$ cat src/rtl/sincos_pkg.sv
package sincos_pkg;

  localparam real PI_R = 3.14159265358979323846;

  // arctangent of 2^-i, by series for i >= 1 (argument <= 0.5)
  function automatic real atan_pow2(input int i);
    real v;
    real term;
    real acc;
    if (i == 0) return PI_R / 4.0;
    v    = 2.0 ** (-i);
    acc  = 0.0;
    term = v;
    for (int k = 0; k < 40; k++) begin
      if ((k % 2) == 0) acc = acc + term / (2 * k + 1);
      else              acc = acc - term / (2 * k + 1);
      term = term * v * v;
    end
    return acc;
  endfunction

  // reciprocal of the CORDIC gain after n rotations
  function automatic real inv_gain(input int n);
    real p;
    real s;
    p = 1.0;
    for (int i = 0; i < n; i++) p = p * (1.0 + 2.0 ** (-2 * i));
    s = 1.0;
    for (int k = 0; k < 40; k++) s = 0.5 * (s + p / s);
    return 1.0 / s;
  endfunction

  function automatic longint to_fix(input real r, input int frac);
    return longint'(r * (2.0 ** frac));
  endfunction

endpackage

$ cat src/rtl/sincos_range_fold.sv
module sincos_range_fold #(
  parameter int ANG_W = 18,
  parameter int ZW    = 19,
  parameter int AF    = 14
) (
  input  logic signed [ANG_W-1:0] angle,
  output logic signed [ZW-1:0]    z_o,
  output logic                    flip_o
);
  localparam logic signed [ZW-1:0] PI_F  = ZW'(sincos_pkg::to_fix(sincos_pkg::PI_R, AF));
  localparam logic signed [ZW-1:0] PI2_F = ZW'(sincos_pkg::to_fix(2.0 * sincos_pkg::PI_R, AF));
  localparam logic signed [ZW-1:0] HPI_F = ZW'(sincos_pkg::to_fix(0.5 * sincos_pkg::PI_R, AF));

  logic signed [ZW-1:0] ext;
  logic signed [ZW-1:0] wrapped;

  assign ext = ZW'(angle);

  // first fold: full turn into [-pi, pi]
  always_comb begin
    if (ext > PI_F)       wrapped = ext - PI2_F;
    else if (ext < -PI_F) wrapped = ext + PI2_F;
    else                  wrapped = ext;
  end

  // second fold: half turn into [-pi/2, pi/2], remembering the sign flip
  always_comb begin
    flip_o = 1'b0;
    z_o    = wrapped;
    if (wrapped > HPI_F) begin
      z_o    = wrapped - PI_F;
      flip_o = 1'b1;
    end else if (wrapped < -HPI_F) begin
      z_o    = wrapped + PI_F;
      flip_o = 1'b1;
    end
  end
endmodule

$ cat src/rtl/sincos_iter_stage.sv
module sincos_iter_stage #(
  parameter int XW    = 20,
  parameter int ZW    = 19,
  parameter int AF    = 14,
  parameter int FIRST = 0,
  parameter int CNT   = 1,
  parameter bit REG   = 1'b1
) (
  input  logic                 clk,
  input  logic                 rst,
  input  logic                 vld_i,
  input  logic                 flip_i,
  input  logic signed [XW-1:0] x_i,
  input  logic signed [XW-1:0] y_i,
  input  logic signed [ZW-1:0] z_i,
  output logic                 vld_o,
  output logic                 flip_o,
  output logic signed [XW-1:0] x_o,
  output logic signed [XW-1:0] y_o,
  output logic signed [ZW-1:0] z_o
);
  logic signed [XW-1:0] xs [0:CNT];
  logic signed [XW-1:0] ys [0:CNT];
  logic signed [ZW-1:0] zs [0:CNT];

  assign xs[0] = x_i;
  assign ys[0] = y_i;
  assign zs[0] = z_i;

  for (genvar j = 0; j < CNT; j++) begin : g_rot
    localparam int SH = FIRST + j;
    localparam logic signed [ZW-1:0] ATN =
      ZW'(sincos_pkg::to_fix(sincos_pkg::atan_pow2(SH), AF));
    logic neg;
    assign neg       = zs[j][ZW-1];
    assign xs[j+1]   = neg ? xs[j] + (ys[j] >>> SH) : xs[j] - (ys[j] >>> SH);
    assign ys[j+1]   = neg ? ys[j] - (xs[j] >>> SH) : ys[j] + (xs[j] >>> SH);
    assign zs[j+1]   = neg ? zs[j] + ATN : zs[j] - ATN;
  end

  if (REG) begin : g_reg
    always_ff @(posedge clk) begin
      vld_o  <= rst ? 1'b0 : vld_i;
      flip_o <= flip_i;
      x_o    <= xs[CNT];
      y_o    <= ys[CNT];
      z_o    <= zs[CNT];
    end
  end else begin : g_comb
    assign vld_o  = vld_i;
    assign flip_o = flip_i;
    assign x_o    = xs[CNT];
    assign y_o    = ys[CNT];
    assign z_o    = zs[CNT];
  end
endmodule

$ cat src/rtl/sincos_post.sv
module sincos_post #(
  parameter int XW     = 20,
  parameter int DATA_W = 16,
  parameter int GUARD  = 4
) (
  input  logic                     flip_i,
  input  logic signed [XW-1:0]     x_i,
  input  logic signed [XW-1:0]     y_i,
  output logic signed [DATA_W-1:0] sine,
  output logic signed [DATA_W-1:0] cosine
);
  localparam logic signed [XW-1:0] HALF = XW'(1) <<< (GUARD - 1);

  logic signed [DATA_W-1:0] s_r;
  logic signed [DATA_W-1:0] c_r;

  assign s_r    = DATA_W'((y_i + HALF) >>> GUARD);
  assign c_r    = DATA_W'((x_i + HALF) >>> GUARD);
  assign sine   = flip_i ? -s_r : s_r;
  assign cosine = flip_i ? -c_r : c_r;
endmodule

$ cat src/rtl/sincos_cordic.sv
module sincos_cordic #(
  parameter int ANG_W          = 18,
  parameter int DATA_W         = 16,
  parameter int GUARD          = 4,
  parameter int N_ITER         = 11,
  parameter int ITER_PER_STAGE = 1,
  parameter bit ZERO_LAT       = 1'b0
) (
  input  logic                     clk,
  input  logic                     rst,
  input  logic signed [ANG_W-1:0]  angle,
  input  logic                     angle_valid,
  output logic signed [DATA_W-1:0] sine,
  output logic signed [DATA_W-1:0] cosine,
  output logic                     result_valid
);
  localparam int XW   = DATA_W + GUARD;
  localparam int XF   = DATA_W - 2 + GUARD;
  localparam int ZW   = ANG_W + 1;
  localparam int AF   = ANG_W - 4;
  localparam int NSTG = N_ITER / ITER_PER_STAGE;
  localparam int LAT  = ZERO_LAT ? 0 : NSTG + 1;
  localparam logic signed [XW-1:0] X0 =
    XW'(sincos_pkg::to_fix(sincos_pkg::inv_gain(N_ITER), XF));

  logic signed [ZW-1:0] z_f;
  logic                 flip_f;

  logic                 vld_p  [0:NSTG];
  logic                 flip_p [0:NSTG];
  logic signed [XW-1:0] x_p    [0:NSTG];
  logic signed [XW-1:0] y_p    [0:NSTG];
  logic signed [ZW-1:0] z_p    [0:NSTG];

  sincos_range_fold #(.ANG_W(ANG_W), .ZW(ZW), .AF(AF)) fold_i (
    .angle  (angle),
    .z_o    (z_f),
    .flip_o (flip_f)
  );

  // entry register: folded angle and gain-compensated start vector
  sincos_iter_stage #(
    .XW(XW), .ZW(ZW), .AF(AF), .FIRST(0), .CNT(0), .REG(!ZERO_LAT)
  ) entry_i (
    .clk(clk), .rst(rst),
    .vld_i(angle_valid), .flip_i(flip_f), .x_i(X0), .y_i('0), .z_i(z_f),
    .vld_o(vld_p[0]), .flip_o(flip_p[0]), .x_o(x_p[0]), .y_o(y_p[0]), .z_o(z_p[0])
  );

  for (genvar s = 1; s <= NSTG; s++) begin : g_stg
    sincos_iter_stage #(
      .XW(XW), .ZW(ZW), .AF(AF),
      .FIRST((s - 1) * ITER_PER_STAGE), .CNT(ITER_PER_STAGE), .REG(!ZERO_LAT)
    ) stage_i (
      .clk(clk), .rst(rst),
      .vld_i(vld_p[s-1]), .flip_i(flip_p[s-1]),
      .x_i(x_p[s-1]), .y_i(y_p[s-1]), .z_i(z_p[s-1]),
      .vld_o(vld_p[s]), .flip_o(flip_p[s]),
      .x_o(x_p[s]), .y_o(y_p[s]), .z_o(z_p[s])
    );
  end

  sincos_post #(.XW(XW), .DATA_W(DATA_W), .GUARD(GUARD)) post_i (
    .flip_i (flip_p[NSTG]),
    .x_i    (x_p[NSTG]),
    .y_i    (y_p[NSTG]),
    .sine   (sine),
    .cosine (cosine)
  );

  assign result_valid = vld_p[NSTG];
endmodule

$ cat config.mk
export PLATFORM = sky130hd
export DESIGN_NAME = sincos_cordic
export DESIGN_NICKNAME = d
export VERILOG_FILES = /design/src/rtl/sincos_pkg.sv /design/src/rtl/sincos_range_fold.sv /design/src/rtl/sincos_iter_stage.sv /design/src/rtl/sincos_post.sv /design/src/rtl/sincos_cordic.sv
export SDC_FILE = /design/constraint.sdc
export NUM_CORES = 2
export LEC_CHECK = 0
export BUFFER_PORTS_ARGS = -buffer_cell sky130_fd_sc_hd__buf_4
export CORE_MARGIN = 10
export CORE_UTILIZATION = 70
export DETAILED_ROUTE_END_ITERATION = 12
export PLACE_DENSITY_LB_ADDON = 0.15
export SLEW_MARGIN = 40
export SYNTH_ARGS = -nofsm -noshare
export SYNTH_HDL_FRONTEND = slang
export SYNTH_SLANG_ARGS = --single-unit
$ cat constraint.sdc
create_clock -name clk -period 5.9 [get_ports clk]
set_input_delay 0.885 -clock clk [delete_from_list [all_inputs] [get_ports clk]]
set_output_delay 0.885 -clock clk [all_outputs]
set_load 0.02 [all_outputs]
==> results.toml <==
[outcome]
status = "complete, no violations"

[layout]
fillers = 3988
fin_util = 0.766
area_delta_synth_final_pct = 7.96
antenna_cells = 0
drive_gt1_frac = 0.0535
fin_nets = 5081

[logic_synthesis]
synth_mux_area_frac = 0.0151
yosys.area.top_type = "dfxtp_1"
synth-async-reset-ratio = 0
synth_top_family_by_area = "adder cells"
synth.avg_cell_area_sq_um = 8.73
synth_area_leaders = "dfxtp_1 (29%), ha_1 (16%), xnor2_1 (10%)"
netlist_instances = 4488
yosys.area_share.simple = 0.166
synth-seq-area-share = 0.294
synth_top_area_frac = 0.294
yosysMostFrequentCell = "dfxtp_1"
synth_cell_types = 89
synth_compound_area_frac = 0.168
synth_fp_nets = 5036
ys_ff_latch = 576
synthAdderAreaFrac = 0.173
yosysWarnings = 0
synth_edf_count = 0
synthXorXnorAreaFrac = 0.155
synth_flop_cell = "dfxtp_1"
synthTopCellsByCount = "dfxtp_1 (576), ha_1 (501), nor2_1 (454)"
syn-cell-area_sq_mm = 0.0392

[floorplan]
die_area_sq_mm = 0.0658
rows = 86
die_h_microns = 257
dieWidth_microns = 257
start_util = 0.710
io-pin-count = 54
coreArea_sq_mm = 0.0552

[critical_path]
reg2reg_depth = 12
r2r_setup_slack_ns = 1.79
rr_startpoint = "g_stg[4].stage_i.z_o[18]"
required_ns = 5.02
crit_path_start_kind = "flop"
end_kind = "output port"
critPathArrivalTime_ns = 3.37
path_class = "flop to output port"
reg2reg_to = "g_stg[5].stage_i.x_o[16]"
cp-startpoint = "g_stg[11].stage_i.x_o[5]"
cp_max_fo = 6

[place]
port-buffer-count = 53
place.gp.congestion = 0.926
dpl.hpwl_microns = 68200

[clock_network]
hold_buffers = 0
clkLatencyLatePin_ns = 0.65
postCtsSetupBuffers = 0
cts.htree.levels = 2
clock-sinks = 576
cts_resized = 0
path_clk_slew_ns = 0.06
cts_buffers = 59
cts_tree = "built"
clock-root-buffer = "clkbuf_16"
clockBufferDepth = 3

[drt]
viasPerCell = 5.99
routedWlPerCell_microns = 16.8
drc = 0
routed_wl_microns = 89200
drtIter0Drc = 2065
firstDrtPassIters = 6
ant_nets = 0
num_vias = 31900

[job]
max_cap_violations = 0

[timing]
rsz0062_at_grt = "false"
slew_headroom = 0.449
period_share = 0.721
finalSetupTns_ns = 0
fin_skew_ns = 0.0172
final-max-slew-violation-count = 0
setup_viol = 0
tightest_slew_ns = 0.806
hold_viol_final = 0
fin_crit_ns = 4.25
fmax_mhz = 235

[hold_path]
hold_start = "g_stg[5].stage_i.flip_o"
holdPathEnd = "g_stg[6].stage_i.flip_o"
holdPathStages = 0
min_path_type = "flop to flop"

[global_routing]
grt_max_degree = 40
grt_pass1_vias = 30800
grt_pass1_wl_microns = 146000
antenna_found_initial = 1
grt_usage = 0.259
overflow = 0
## flip-flops by register name, indices dropped and copies added (netlist names)
name,cells
g_stg.stage_i.flip_o,11
entry_i.flip_o,1
g_stg.stage_i.z_o,147
g_stg.stage_i.x_o,189
entry_i.vld_o,1
g_stg.stage_i.y_o,197
g_stg.stage_i.vld_o,11
entry_i.z_o,19
## final cells by class
class | instances | area (sq um) | area share
timing repair buffer | 62 | 465 | 0.0110
tap | 748 | 936 | 0.0221
clock inverter | 31 | 408 | 0.00965
multi-input combinational | 3626 | 26600 | 0.628
inverter | 208 | 781 | 0.0185
clock buffer | 75 | 1590 | 0.0375
sequential | 576 | 11500 | 0.273
## worst max-delay path by stage
stage                                           to  slack [ns]  depth (start not counted)
after detailed placement           entry_i.z_o[10]        1.84                         11
after CTS                               cosine[15]        1.65                         12
after global routing                    cosine[15]        1.39                         11
after floorplan           g_stg[5].stage_i.x_o[16]        1.99                         14
after global placement              entry_i.z_o[8]        1.75                         11
final                                   cosine[15]        1.65                          9
## per-layer routing
metal | GRT usage | vias up | part of all wire
li1 | - | 16000 | -
met2 | 0.467 | 773 | 0.49
met1 | 0.314 | 15000 | 0.43
met3 | 0.0296 | 180 | 0.046
met4 | 0.0933 | 0 | 0.030
met5 | 0 | - | 0
## metrics by stage
| stage | worst slack [ns] | area (sq um) | hold WS, ns | instances |
|---|---|---|---|---|
| global route | 1.39 | 42300 | 0.332 | 5326 |
| global placement | 1.75 | 40200 | 0.311 | 5220 |
| floorplan | 1.99 | 39200 | 0.310 | 4488 |
| detailed placement | 1.84 | 40300 | 0.312 | 5220 |
| CTS | 1.65 | 42300 | 0.318 | 5326 |
| finish | 1.65 | 42300 | 0.327 | 5326 |
## cells by family (layout without fill, tap and decap cells)
group | count (synthesis) | in the layout
fa+ha+maj | 527 | 527
compound gates | 1023 | 1023
flops | 576 | 576
mux | 56 | 56
xor+xnor | 690 | 690
other cells | 1 | 1
buf+inv | 286 | 376
simple gates | 1329 | 1329
## worst max-delay path, cell delays in order, from the launching register on
cell	delay (ns)
dfxtp_1	0.43
nand3_1	0.15
nor3_1	0.54
xnor2_1	0.25
nand3_1	0.15
nand2b_1	0.21
or3_1	0.41
o31ai_1	0.27
xnor2_1	0.16
buf_4	0.16
## cells in the final DEF (no fill, tap or decap), types with 32 or more instances in the layout
master     Yosys  routed
a21o_1       105     105
o21a_1        52      52
ha_1         501     501
nand2b_1      51      51
a21oi_1      331     331
or3_1         34      34
buf_4          2      62
mux2i_1       32      32
nand2_1      185     185
o21bai_1      47      47
nor2b_1       84      84
dfxtp_1      576     573
nor3_1       205     205
inv_1        207     207
and3_1        51      51
o21ai_0      182     182
xnor2_1      445     445
and2_1        32      32
a31oi_1       69      69
xor2_1       242     242
nor2_1       454     453
nand3_1      103     103
clkbuf_16      0      59
Power is left out: the tool's default activity adds up to more than one toggle a clock period on the data nets, which glitch-free logic cannot reach.
